File: src/rtl/eth_hash_pkg.sv
package eth_hash_pkg;
  localparam int unsigned ADDR_W = 48;
  localparam int unsigned CRC_W  = 32;
  localparam logic [CRC_W-1:0] CRC_POLY = 32'h04C11DB7;
  localparam logic [CRC_W-1:0] CRC_INIT = '1;
  typedef enum logic {TBL_IND = 1'b0, TBL_GRP = 1'b1} tbl_sel_e;
endpackage

File: src/rtl/eth_hash_crc.sv
module eth_hash_crc #(
  parameter int unsigned ADDR_W = eth_hash_pkg::ADDR_W,
  parameter int unsigned CRC_W  = eth_hash_pkg::CRC_W,
  parameter logic [CRC_W-1:0] POLY = eth_hash_pkg::CRC_POLY,
  parameter logic [CRC_W-1:0] INIT = eth_hash_pkg::CRC_INIT
) (
  input  logic              clk_i,
  input  logic              rst_ni,
  input  logic              start_i,
  input  logic [ADDR_W-1:0] bits_i,
  output logic              busy_o,
  output logic              last_o,
  output logic [CRC_W-1:0]  crc_nxt_o
);
  localparam int unsigned CNT_W = $clog2(ADDR_W + 1);

  logic [ADDR_W-1:0] sh_q;
  logic [CNT_W-1:0]  cnt_q;
  logic [CRC_W-1:0]  crc_q;
  logic              busy_q;
  logic              fb;

  always_comb begin
    fb        = crc_q[CRC_W-1] ^ sh_q[0];
    crc_nxt_o = {crc_q[CRC_W-2:0], 1'b0} ^ (fb ? POLY : '0);
  end

  assign busy_o = busy_q;
  assign last_o = busy_q && (cnt_q == CNT_W'(ADDR_W - 1));

  always_ff @(posedge clk_i or negedge rst_ni) begin
    if (!rst_ni) begin
      sh_q   <= '0;
      cnt_q  <= '0;
      crc_q  <= INIT;
      busy_q <= 1'b0;
    end else if (!busy_q) begin
      if (start_i) begin
        sh_q   <= bits_i;
        cnt_q  <= '0;
        crc_q  <= INIT;
        busy_q <= 1'b1;
      end
    end else begin
      crc_q <= crc_nxt_o;
      sh_q  <= sh_q >> 1;
      cnt_q <= cnt_q + 1'b1;
      if (last_o) busy_q <= 1'b0;
    end
  end
endmodule

File: src/rtl/eth_hash_table.sv
module eth_hash_table #(
  parameter int unsigned NUM_REGS = 4,
  parameter int unsigned REG_W    = 16,
  localparam int unsigned RS_W    = $clog2(NUM_REGS),
  localparam int unsigned BS_W    = $clog2(REG_W)
) (
  input  logic                            clk_i,
  input  logic                            rst_ni,
  input  logic                            clr_i,
  input  logic                            wr_i,
  input  logic [RS_W-1:0]                 reg_sel_i,
  input  logic [BS_W-1:0]                 bit_sel_i,
  output logic [NUM_REGS-1:0][REG_W-1:0]  words_o
);
  for (genvar r = 0; r < NUM_REGS; r++) begin : g_word
    always_ff @(posedge clk_i or negedge rst_ni) begin
      if (!rst_ni)                                  words_o[r] <= '0;
      else if (clr_i)                               words_o[r] <= '0;
      else if (wr_i && reg_sel_i == RS_W'(r))       words_o[r][bit_sel_i] <= 1'b1;
    end
  end
endmodule

File: src/rtl/eth_hash_filter.sv
module eth_hash_filter #(
  parameter int unsigned ADDR_W   = eth_hash_pkg::ADDR_W,
  parameter int unsigned NUM_REGS = 4,
  parameter int unsigned REG_W    = 16,
  localparam int unsigned CRC_W   = eth_hash_pkg::CRC_W,
  localparam int unsigned RS_W    = $clog2(NUM_REGS),
  localparam int unsigned BS_W    = $clog2(REG_W),
  localparam int unsigned NUM_TBL = 2,
  localparam int unsigned RD_W    = RS_W + 1
) (
  input  logic              clk_i,
  input  logic              rst_ni,
  input  logic              cmd_set_i,
  input  logic              cmd_tbl_i,
  input  logic [ADDR_W-1:0] cmd_addr_i,
  input  logic              clr_i,
  input  logic              rx_valid_i,
  input  logic [ADDR_W-1:0] rx_addr_i,
  output logic              done_o,
  output logic              accept_o,
  output logic              reject_o,
  input  logic [RD_W-1:0]   rd_idx_i,
  output logic [REG_W-1:0]  rd_data_o
);
  import eth_hash_pkg::*;

  logic [ADDR_W-1:0] src_addr, ser_bits;
  logic              busy, last, start;
  logic [CRC_W-1:0]  crc_nxt;
  logic [RS_W-1:0]   reg_sel;
  logic [BS_W-1:0]   bit_sel;
  logic              op_set_q, op_bcast_q;
  tbl_sel_e          op_tbl_q;
  logic [NUM_TBL-1:0][NUM_REGS-1:0][REG_W-1:0] tbl_words;
  logic              hit;

  assign start    = (cmd_set_i | rx_valid_i) & ~busy;
  assign src_addr = cmd_set_i ? cmd_addr_i : rx_addr_i;

  // wire order: first byte first, each byte lsb first
  for (genvar k = 0; k < ADDR_W; k++) begin : g_ser
    assign ser_bits[k] = src_addr[ADDR_W - 8 - 8 * (k / 8) + (k % 8)];
  end

  eth_hash_crc #(.ADDR_W(ADDR_W), .CRC_W(CRC_W)) u_crc (
    .clk_i     (clk_i),
    .rst_ni    (rst_ni),
    .start_i   (start),
    .bits_i    (ser_bits),
    .busy_o    (busy),
    .last_o    (last),
    .crc_nxt_o (crc_nxt)
  );

  assign reg_sel = crc_nxt[CRC_W-1 -: RS_W];
  assign bit_sel = crc_nxt[CRC_W-1-RS_W -: BS_W];

  always_ff @(posedge clk_i or negedge rst_ni) begin
    if (!rst_ni) begin
      op_set_q   <= 1'b0;
      op_tbl_q   <= TBL_IND;
      op_bcast_q <= 1'b0;
    end else if (start) begin
      op_set_q   <= cmd_set_i;
      op_tbl_q   <= cmd_set_i ? tbl_sel_e'(cmd_tbl_i) : tbl_sel_e'(rx_addr_i[ADDR_W-8]);
      op_bcast_q <= &rx_addr_i;
    end
  end

  for (genvar t = 0; t < NUM_TBL; t++) begin : g_tbl
    eth_hash_table #(.NUM_REGS(NUM_REGS), .REG_W(REG_W)) u_tbl (
      .clk_i     (clk_i),
      .rst_ni    (rst_ni),
      .clr_i     (clr_i),
      .wr_i      (last && op_set_q && (op_tbl_q == tbl_sel_e'(t))),
      .reg_sel_i (reg_sel),
      .bit_sel_i (bit_sel),
      .words_o   (tbl_words[t])
    );
  end

  assign hit = tbl_words[op_tbl_q][reg_sel][bit_sel];

  always_ff @(posedge clk_i or negedge rst_ni) begin
    if (!rst_ni) begin
      done_o   <= 1'b0;
      accept_o <= 1'b0;
      reject_o <= 1'b0;
    end else begin
      done_o   <= last && !op_set_q;
      accept_o <= last && !op_set_q && (op_bcast_q || hit);
      reject_o <= last && !op_set_q && !(op_bcast_q || hit);
    end
  end

  assign rd_data_o = tbl_words[rd_idx_i[RD_W-1]][rd_idx_i[RS_W-1:0]];
endmodule

File: config.mk
export PLATFORM = sky130hd
export DESIGN_NAME = eth_hash_filter
export DESIGN_NICKNAME = d
export VERILOG_FILES = /design/src/rtl/eth_hash_pkg.sv /design/src/rtl/eth_hash_crc.sv /design/src/rtl/eth_hash_table.sv /design/src/rtl/eth_hash_filter.sv
export SDC_FILE = /design/constraint.sdc
export NUM_CORES = 1
export LEC_CHECK = 0
export ABC_AREA = 0
export BUFFER_PORTS_ARGS = -buffer_cell sky130_fd_sc_hd__buf_4
export CORE_MARGIN = 2
export CORE_UTILIZATION = 50
export CTS_BUF_LIST = sky130_fd_sc_hd__clkbuf_2
export CTS_CLUSTER_DIAMETER = 120
export DETAILED_ROUTE_END_ITERATION = 12
export GPL_TIMING_DRIVEN = 0
export HOLD_SLACK_MARGIN = 0.03
export PLACE_DENSITY = 0.77
export SLEW_MARGIN = 40
export SYNTH_ARGS = -nofsm -noshare
export SYNTH_HDL_FRONTEND = slang
export SYNTH_SLANG_ARGS = --single-unit
File: constraint.sdc
create_clock -name clk_i -period 2.7 [get_ports clk_i]
set_clock_uncertainty 0.1 [all_clocks]
set_input_delay 0.54 -clock clk_i [delete_from_list [all_inputs] [get_ports clk_i]]
set_output_delay 0.54 -clock clk_i [all_outputs]
set_load 0.01 [all_outputs]
Yosys cells after proc, flatten, opt, wreduce, memory -nomap -nowiden
Cells that the tools add are included.

Register bits: 221.

Equal/unequal tests: 4. Bitwise gates (word level): 14. Mux-type cells: 40. Magnitude comparators: 6. Reduce and logical (&&, ||, !) cells: 30. Add/subtract/negate cells: 1.

Operators with widths (number): 16-bit two-way mux (18); 64-bit two-way mux (4); 48-bit two-way mux (3); 16-bit OR (8); 16-bit binary-select mux with 2-bit select (2); 32-bit two-way mux (2); 48-bit AND reduction (1); 32-bit bitwise XOR (1); 27-bit two-way mux (1); 2-bit nonzero test (9); 1-bit logical AND (16); 6-bit two-way mux (2); 6-bit by 1-bit adder with 6-bit output, second input constant (1); 6-bit equality test, second input constant (1); 2-bit by 3-bit less-than comparator with 1-bit output, second input constant (2); 1-bit two-way mux (6); 4-bit by 5-bit less-than comparator with 1-bit output, second input constant (1); 1-bit binary-select mux with 4-bit select (1); 1-bit demux with 4-bit select (1); 2-bit equality test, second input constant (2); 4-bit by 1-bit >= comparator with 1-bit output, second input constant (1); 1-bit by 2-bit less-than comparator with 1-bit output, second input constant (2); 2-bit by 1-bit equality test with 1-bit output, second input constant (1); 1-bit zero test (2); 6 further kinds (7).

Longest topological paths before layout
Gate-level depths: netlist (run 1).

Word-level depth: 10. Mapped depth: 9. Depth with buffers taken out: 7.

Modules after synthesis
A second synthesis (run 1) with hierarchy kept.

Cells, all modules: 1120. Area, all modules: 12303.0 um^2.

By module, submodules not included: eth_hash_table (sequential area each 1601.5 um^2, instances 2, cells an instance 230, area an instance 2580.0 um^2); eth_hash_crc (sequential area each 2217.1 um^2, instances 1, cells an instance 414, area an instance 4196.5 um^2); eth_hash_filter (sequential area each 150.1 um^2, instances 1, cells an instance 246, area an instance 2946.6 um^2).

Worst setup path before layout (run 1)
Ideal clock, no wire load.

Kind: input to output. Start point: input rd_idx_i[0]. End point: output rd_data_o[0]. Arrival: 1.870 ns. Data required time: 2.060 ns. Path slack: 0.190 ns. Cell stages on the path: 4. Path buffers: 2. Cells stage by stage: clkbuf_1 buf_2 mux4_2 mux2_2.

Word-level cells in the longest chain between the ends: 2.

RTL lines: start: declaration (line eth_hash_filter.sv:22) `input logic [RD_W-1:0] rd_idx_i,`; 16-bit binary-select mux with 2-bit select (line eth_hash_filter.sv:96) `assign rd_data_o = tbl_words[rd_idx_i[RD_W-1]][rd_idx_i[RS_W-1:0]];`; 16-bit two-way mux (not written as such) (line eth_hash_filter.sv:96); end: declaration (line eth_hash_filter.sv:23) `output logic [REG_W-1:0] rd_data_o`.

No other way between the ends. The select of a mux whose other input is x is not followed.

Worst setup path in the final report (run 1)
Start point: register g_tbl[1].u_tbl.words_o[17] in the netlist's numbering. End point: output rd_data_o[1].

Word-level cells in the longest chain between the ends: 4.

RTL lines: start: declaration (line eth_hash_table.sv:13) `output logic [NUM_REGS-1:0][REG_W-1:0] words_o`; start signal: indexed assignment (line eth_hash_table.sv:17) `if (!rst_ni) words_o[r] <= '0;`; start signal: indexed assignment (line eth_hash_table.sv:18) `else if (clr_i) words_o[r] <= '0;`; start signal: indexed assignment (line eth_hash_table.sv:19) `else if (wr_i && reg_sel_i == RS_W'(r)) words_o[r][bit_sel_i] <= 1'b1;`; 64-bit two-way mux (not written as such) (2 in series) (line eth_hash_filter.sv:96); 16-bit binary-select mux with 2-bit select (line eth_hash_filter.sv:96); 16-bit two-way mux (not written as such) (line eth_hash_filter.sv:96).

No other way between the ends. The select of a mux whose other input is x is not followed.

==> results of run 1 <==
-- layout make-up --
cell class | instances | area share (%)
flip-flops and latches | 221 | 37.6
clock buffers | 92 | 3.11
repair buffers | 286 | 17.1
inverters | 23 | 0.583
multi-input cells | 809 | 35.7
well taps | 280 | 2.36
diodes | 1 | 0.0169
clock inverters | 18 | 0.811
plain buffers | 84 | 2.69
-- report_power, final --
| group | leakage [uW] | switching (uW) | internal, uW |
|---|---|---|---|
| Clock | 0.000435 | 1490 | 1090 |
| Combinational | 0.00353 | 2240 | 1430 |
| Sequential | 0.00294 | 367 | 4060 |
-- cell usage in the layout (no fill, tap or decap), drive strengths merged, types with 2 or more instances in the layout --
| cell | instances |
|---|---|
| nand2 | 59 |
| a41oi | 4 |
| or3 | 2 |
| mux2 | 17 |
| nand2b | 2 |
| mux2i | 113 |
| o22ai | 32 |
| mux4 | 32 |
| o21ai | 68 |
| inv | 23 |
| xnor2 | 13 |
| a21oi | 191 |
| a22o | 3 |
| a22oi | 18 |
| bufinv | 2 |
| nor4 | 4 |
| dlygate4sd3 | 98 |
| nand3b | 2 |
| nand3 | 4 |
| dfstp | 32 |
| clkinv | 16 |
| dfrtp | 189 |
| nand4 | 13 |
| buf | 223 |
| clkbuf | 140 |
| xor2 | 2 |
| nor2 | 221 |
-- sequential cells by signal, indices dropped and copies added (netlist names) --
register	count
g_tbl.u_tbl.words_o	128
u_crc.sh_q	48
u_crc.crc_q	32
u_crc.cnt_q	6
accept_o	1
done_o	1
op_bcast_q	1
op_set_q	1
op_tbl_q	1
reject_o	1
u_crc.busy_o	1
-- repair_timing --
action | in CTS | in global routing
hold buffers | 99 | 0
gates resized for setup | 31 | 15
setup endpoints to repair | 18 | 18
hold endpoints to repair | 192 | 0
setup buffers | 42 | 24
pin swaps | 0 | 1
-- synth_stat cells (all sizes together), types with 2 or more instances --
library cell	number	share of area, %
buf	39	1.8
nand2	59	2.0
nor2	221	7.6
a22o	3	0.23
xor2	2	0.16
nor4	4	0.28
mux2i	113	10
a21oi	191	8.5
xnor2	13	1.0
mux4	32	6.4
inv	23	0.77
o22ai	32	1.8
dfrtp	189	42
nand2b	2	0.11
a22oi	18	1.2
or3	2	0.11
o21ai	68	3.0
nand3	4	0.18
nand4	13	0.72
a41oi	4	0.31
mux2	17	1.7
clkbuf	45	1.5
dfstp	32	7.5
nand3b	2	0.13
-- kinds of logic after synthesis --
group / count (synthesis) / share of synthesized area [%]
AOI/OAI and AO/OA: 319 / 15.3
xor gates and xnor gates: 17 / 1.58
adders and majority gates: 1 / 0.111
buffers and inverters: 107 / 4.12
muxes: 162 / 18.2
DFF: 221 / 49.5
and+or+nand+nor: 310 / 11.2
-- per-stage QoR --
step	cell area, sq um	utilization (%)	TNS [ns]
after CTS	14600	66.4	-3.25
after global routing	14800	67.5	-3.36
final	14800	67.5	-2.82
after floorplan	11200	-	0
after global placement	12500	56.8	-119.81
after detailed placement	12600	57.2	-2.95
-- path summary, 6_finish.rpt --
kind | to | cells past startpoint
min in group asynchronous | op_set_q | 3
hold / removal | op_bcast_q | 5
setup / recovery | rd_data_o[1] | 3
max in group asynchronous | u_crc.sh_q[28] | 5
hold reg to reg | u_crc.sh_q[27] | 2
setup reg to reg | reject_o | 9
-- metal layers --
layer  share of wire (%)  wire (microns)  GRT usage [%]  vias up
met5                   0               0              0        -
met4                 5.6            2130           17.5        0
met3                  11            4300           8.54      221
met2                  46           17600           50.3      815
met1                  37           14000           39.1     5371
li1                    -               -              -     4756
-- worst max-delay path, delay by kind of cell, from the launching register on --
kind / cells / cell delay [ns]
buf+inv: 1 / 0.12
mux: 2 / 0.81
flops: 1 / 0.40
==> metrics.txt, run 1 <==
# TYPE chip_impl_metric gauge
chip_impl_info{name="run_status",value="finished, violations left"} 1
chip_impl_info{name="violations",value="negative setup slack"} 1
chip_impl_metric{name="post_layout_power",unit="uW"} 10700
chip_impl_metric{name="yosysWarningCount",unit=""} 0
chip_impl_metric{name="post-place-cells",unit=""} 1538
chip_impl_metric{name="die_area",unit="sq mm"} 0.0237
chip_impl_metric{name="timing.final.hold_violations",unit=""} 0
chip_impl_metric{name="netlist-cell-type-count",unit=""} 40
chip_impl_info{name="clock_tree.root_cell",value="clkbuf_2"} 1
chip_impl_metric{name="cts-buffers-inserted",unit=""} 58
chip_impl_metric{name="finalWorstPathRequiredPeriod",unit="ns"} 2.91
chip_impl_metric{name="drtAntennaViolNets",unit=""} 0
chip_impl_metric{name="layout-drive-gt1-share",unit="%"} 26.8
chip_impl_metric{name="routed_wire_length_per_instance",unit="microns"} 21.0
chip_impl_metric{name="vias",unit=""} 11163
chip_impl_metric{name="multiInputGateArea",unit="sq mm"} 0.00529
chip_impl_info{name="cts_tree",value="built"} 1
chip_impl_info{name="setup.worst_path.class",value="flop to primary output"} 1
chip_impl_metric{name="layoutNonFillerInstCount",unit=""} 1814
chip_impl_metric{name="global_route.overflow_total",unit=""} 0
chip_impl_metric{name="fin_ws",unit="ns"} -0.208
chip_impl_metric{name="first_iter_violations",unit=""} 1421
chip_impl_metric{name="syn_inst",unit=""} 1137
chip_impl_metric{name="grt_pass1_wl",unit="microns"} 58900
chip_impl_metric{name="port_buffers",unit=""} 118
chip_impl_metric{name="synth_async_sr_flop_share",unit="%"} 100
chip_impl_metric{name="design.portCount",unit=""} 124
chip_impl_info{name="synthFlopType",value="dfrtp_1"} 1
chip_impl_metric{name="gp_congestion",unit=""} 0.949
chip_impl_metric{name="r2r_setup_slack",unit="ns"} 0.02
chip_impl_metric{name="gr-usage-all-layers",unit="%"} 31.5
chip_impl_metric{name="grt_pass1_vias",unit=""} 11243
chip_impl_metric{name="clk_latency",unit="ns"} 0.94
chip_impl_metric{name="synth_seq_cells",unit=""} 221
chip_impl_metric{name="clk_pin_slew_worst_paths",unit="ns"} 0.11
chip_impl_info{name="worst_r2r_start",value="u_crc.crc_q[30]"} 1
chip_impl_metric{name="drv_cap",unit=""} 0
chip_impl_info{name="start_kind",value="flop"} 1
chip_impl_metric{name="pre_cts_ws",unit="ns"} -0.220
chip_impl_metric{name="netlist_area_before_placement",unit="sq mm"} 0.0112
chip_impl_metric{name="syn-num-nets",unit=""} 1243
chip_impl_metric{name="core",unit="sq mm"} 0.0220
chip_impl_metric{name="viasPerCell",unit=""} 6.15
chip_impl_metric{name="clock-sinks",unit=""} 221
chip_impl_metric{name="core.rowCount",unit=""} 54
chip_impl_metric{name="htree_levels",unit=""} 2
chip_impl_metric{name="fmax",unit="GHz"} 0.344
chip_impl_info{name="worstSetupStartpoint",value="g_tbl[1].u_tbl.words_o[17]"} 1
chip_impl_metric{name="critical_path_arrival",unit="ns"} 2.27
chip_impl_metric{name="drc",unit=""} 0
chip_impl_metric{name="drt-pass1-iter-count",unit=""} 8
chip_impl_info{name="timing.critical_path.to_type",value="primary output"} 1
chip_impl_metric{name="grt_antenna_before_repair",unit=""} 1
chip_impl_metric{name="wl",unit="microns"} 38000
chip_impl_metric{name="power_leakage",unit="uW"} 0.00691
chip_impl_metric{name="worst_path_largest_cell_delay",unit="ns"} 0.51
chip_impl_metric{name="die_width",unit="microns"} 154
chip_impl_metric{name="sequential_cell_area",unit="sq mm"} 0.00557
chip_impl_info{name="worst_hold_path_type",value="input pin to flop"} 1
chip_impl_metric{name="layout-area-overhead-vs-synth",unit="%"} 31.8
chip_impl_metric{name="worstMarginPinSlew",unit="ns"} 0.781
chip_impl_info{name="cp_slowest_cell",value="mux4_2"} 1
chip_impl_metric{name="grt_max_degree",unit=""} 74
chip_impl_metric{name="timing.final.crit_share",unit="%"} 108
chip_impl_metric{name="drv_slew",unit=""} 0
chip_impl_metric{name="worst_slew_margin_rel",unit="%"} 47.9
chip_impl_metric{name="share_of_the_yosys_chip_area_belonging_to_registers",unit="%"} 49.5
chip_impl_metric{name="max_root_sink_buffers",unit=""} 3
chip_impl_info{name="grt_setup_unrepaired",value="yes"} 1
chip_impl_metric{name="fillerInstances",unit=""} 1596
chip_impl_metric{name="hold-worst-slack",unit="ns"} 0.115
chip_impl_info{name="timing.hold.worst.start",value="rx_addr_i[43]"} 1
chip_impl_info{name="critical_path_cell_by_cell",value="mux4_2 -> mux2_4 -> buf_6"} 1
chip_impl_metric{name="synth.avg_cell_area",unit="sq um"} 9.89
chip_impl_metric{name="worst_ir_drop_vdd",unit="V"} 0.000372
chip_impl_metric{name="synth-edff-count",unit=""} 0
chip_impl_metric{name="hpwlAfterDp",unit="microns"} 22900
chip_impl_metric{name="final-setup-viol-count",unit=""} 16
chip_impl_metric{name="die-height",unit="microns"} 154
chip_impl_metric{name="effective_utilization_at_floorplan",unit="%"} 51.2
chip_impl_metric{name="pwr_density_cell",unit="mW/mm^2"} 721
chip_impl_metric{name="final_nets",unit=""} 1589
chip_impl_metric{name="max_fo_critical_path",unit=""} 2
chip_impl_metric{name="worst_ep_required_time",unit="ns"} 2.06
(Power assumes the default switching activity.)
==> run 2: changes to the inputs <==
REMOVE_ABC_BUFFERS = 1   (was not set)
==> run 2 against run 1 <==
Largest cell class unchanged; utilization is 1.2 points lower; the flow still finishes with violations (negative setup slack); largest power group unchanged; wire length is 12% lower; sequential share of layout area is 0.70 points higher; global-route usage is 3.1 points lower.
==> metrics.txt, run 2 (synthesis gave the netlist of run 1 again) <==
# TYPE chip_impl_metric gauge
chip_impl_info{name="run_status",value="finished, violations left"} 1
chip_impl_info{name="violations",value="negative setup slack"} 1
chip_impl_metric{name="worst_ep_required_time",unit="ns"} 2.06
chip_impl_metric{name="final_nets",unit=""} 1513
chip_impl_info{name="grt_setup_unrepaired",value="yes"} 1
chip_impl_metric{name="pre_cts_ws",unit="ns"} -0.124
chip_impl_info{name="clock_tree.root_cell",value="clkbuf_2"} 1
chip_impl_metric{name="routed-wl-met2",unit="microns"} 16400
chip_impl_metric{name="layoutNonFillerInstCount",unit=""} 1735
chip_impl_metric{name="finalWorstPathRequiredPeriod",unit="ns"} 2.88
chip_impl_metric{name="cellInternalPower",unit="uW"} 6290
chip_impl_metric{name="grt_antenna_before_repair",unit=""} 1
chip_impl_info{name="timing.critical_path.to_type",value="primary output"} 1
chip_impl_info{name="setup.worst_path.class",value="flop to primary output"} 1
chip_impl_info{name="start_kind",value="flop"} 1
chip_impl_metric{name="cts-buffers-inserted",unit=""} 56
chip_impl_metric{name="timing.hold.worst_path_depth",unit=""} 5
chip_impl_info{name="worst_hold_path_type",value="input pin to flop"} 1
chip_impl_metric{name="fmax",unit="GHz"} 0.347
chip_impl_metric{name="wl",unit="microns"} 33400
chip_impl_metric{name="switching_share",unit="%"} 38.2
chip_impl_metric{name="design.portCount",unit=""} 124
chip_impl_metric{name="r2r_cells",unit=""} 7
chip_impl_metric{name="vias",unit=""} 10333
chip_impl_metric{name="post-route-cell-area",unit="sq mm"} 0.0146
chip_impl_metric{name="core",unit="sq mm"} 0.0220
chip_impl_metric{name="largest_reg_flops",unit=""} 128
chip_impl_metric{name="die_width",unit="microns"} 154
chip_impl_metric{name="first_iter_violations",unit=""} 756
chip_impl_metric{name="r2r_setup_slack",unit="ns"} 0.08
chip_impl_metric{name="drv_cap",unit=""} 0
chip_impl_metric{name="pwr_density_cell",unit="mW/mm^2"} 698
chip_impl_info{name="cts_tree",value="built"} 1
chip_impl_metric{name="fin_setup_tns",unit="ns"} -2.30
chip_impl_metric{name="global_route.overflow_total",unit=""} 0
chip_impl_info{name="highest-signal-layer",value="met4"} 1
chip_impl_metric{name="max_fo_critical_path",unit=""} 2
chip_impl_metric{name="clock-sinks",unit=""} 221
chip_impl_metric{name="grt_pass1_wl",unit="microns"} 54200
chip_impl_info{name="layout.cells.most_common_list",value="213 x nor2_1, 191 x a21oi_1, 187 x dfrtp_1"} 1
chip_impl_metric{name="core.rowCount",unit=""} 54
chip_impl_metric{name="power.share.clock",unit="%"} 22.6
chip_impl_metric{name="wl_met1",unit="microns"} 12700
chip_impl_metric{name="layout-drive-gt1-share",unit="%"} 26.5
chip_impl_metric{name="timing.final.crit_share",unit="%"} 107
chip_impl_metric{name="fillerInstances",unit=""} 1548
chip_impl_metric{name="power_leakage",unit="uW"} 0.00673
chip_impl_metric{name="clk_latency",unit="ns"} 0.92
chip_impl_metric{name="die-height",unit="microns"} 154
chip_impl_metric{name="layout-area-overhead-vs-synth",unit="%"} 29.5
chip_impl_metric{name="worst_slew_margin_rel",unit="%"} 48.1
chip_impl_info{name="largestRegisters",value="g_tbl.u_tbl.words_o: 128 flops, u_crc.sh_q: 48 flops, u_crc.crc_q: 32 flops"} 1
chip_impl_metric{name="gr-usage-all-layers",unit="%"} 28.5
chip_impl_metric{name="fin_ws",unit="ns"} -0.179
chip_impl_metric{name="die_area",unit="sq mm"} 0.0237
chip_impl_metric{name="drtAntennaViolNets",unit=""} 0
chip_impl_metric{name="timing.final.hold_violations",unit=""} 0
chip_impl_metric{name="htree_levels",unit=""} 2
chip_impl_metric{name="grt_pass1_vias",unit=""} 10850
chip_impl_metric{name="drc",unit=""} 0
chip_impl_metric{name="worst_ir_drop_vdd",unit="V"} 0.000455
chip_impl_metric{name="grt_max_degree",unit=""} 129
chip_impl_metric{name="max_root_sink_buffers",unit=""} 3
chip_impl_metric{name="met3WireLength",unit="microns"} 2610
chip_impl_metric{name="viasPerCell",unit=""} 5.96
chip_impl_metric{name="gp_congestion",unit=""} 0.863
chip_impl_metric{name="switching_power",unit="uW"} 3880
chip_impl_metric{name="port_buffers",unit=""} 123
chip_impl_metric{name="routed_wire_length_per_instance",unit="microns"} 19.2
chip_impl_metric{name="drt-pass1-iter-count",unit=""} 6
chip_impl_metric{name="post-place-cells",unit=""} 1465
chip_impl_info{name="regMostFlops",value="g_tbl.u_tbl.words_o"} 1
chip_impl_metric{name="hpwlAfterDp",unit="microns"} 17700
chip_impl_metric{name="p_seq_share",unit="%"} 44.0
chip_impl_metric{name="final-setup-viol-count",unit=""} 16
chip_impl_metric{name="drv_slew",unit=""} 0
chip_impl_metric{name="clk_pin_slew_worst_paths",unit="ns"} 0.11
chip_impl_metric{name="effective_utilization_at_floorplan",unit="%"} 51.2
chip_impl_metric{name="post_route_utilization",unit="%"} 66.3
chip_impl_metric{name="share_comb_of_total_power",unit="%"} 33.4
chip_impl_metric{name="postPlaceCellArea",unit="sq mm"} 0.0124
chip_impl_info{name="final_common_cell",value="nor2_1"} 1
chip_impl_metric{name="critical_path_arrival",unit="ns"} 2.24
chip_impl_metric{name="worstMarginPinSlew",unit="ns"} 0.779
[run 2: cell count changes in the layout (fill, tap and decap cells not counted), moves of 3 or more]
cell / before / now
buf_4: 170 / 164
nor2_2: 11 / 0
buf_2: 21 / 2
nor2_4: 0 / 8
clkinv_2: 0 / 3
clkbuf_1: 42 / 0
clkbuf_2: 95 / 86
nor2_1: 210 / 213
clkbuf_4: 3 / 0
buf_1: 8 / 0
buf_12: 1 / 6
[run 2: final timing paths]
check / start / end
hold reg to reg: u_crc.crc_q[20] / u_crc.crc_q[21]
max in group asynchronous: rst_ni / u_crc.crc_q[13]
setup reg to reg: u_crc.crc_q[25] / accept_o
min in group asynchronous: rst_ni / u_crc.sh_q[23]
setup / recovery: g_tbl[1].u_tbl.words_o[20] / rd_data_o[4]
hold / removal: rx_addr_i[43] / u_crc.sh_q[3]
[run 2: layer usage]
layer  GRT usage (%)  vias up
met5               0        -
met4            15.5        0
met3            6.17      148
met2            47.7      548
met1            34.5     5035
li1                -     4602
[run 2: timing repair]
| item | CTS | global route |
|---|---|---|
| endpoints found under the hold margin | 170 | 0 |
| endpoints found under the setup margin | 16 | 21 |
| buffers inserted | 47 | 17 |
| resized for setup | 32 | 3 |
| pin swaps | 0 | 3 |
| hold buffers | 100 | 0 |
[run 2: power by group through the flow]
stage / Combinational, uW / Clock [uW] / Sequential, uW
after global routing: 3660 / 2490 / 4540
after floorplan: 1950 / 0 / 4570
after global placement: 2740 / 0 / 4720
after detailed placement: 3080 / 0 / 4500
after CTS: 3260 / 2300 / 4450
final: 3400 / 2290 / 4480
[run 2: final cells by class]
type | count | area (sq um) | area share (%)
clock inverter | 19 | 83.8 | 0.576
inverter | 23 | 86.3 | 0.593
tap | 280 | 350 | 2.41
clock buffer | 86 | 430 | 2.96
antenna | 1 | 2.50 | 0.0172
timing repair buffer | 296 | 2690 | 18.5
sequential | 221 | 5580 | 38.3
multi-input combinational | 809 | 5340 | 36.7
[run 2: per-stage QoR]
stage                     total power [uW]  hold slack, ns
after floorplan                       6530           0.144
after global placement                7460           0.361
after detailed placement              7580           0.225
after CTS                            10000          0.0315
after global routing                 10700          0.0934
final                                10200          0.0799
[run 2: worst max-delay path: stages (launching register included)]
cell     delay (ns)
dfrtp_1        0.40
mux4_2         0.47
mux2_4         0.31
buf_6          0.13
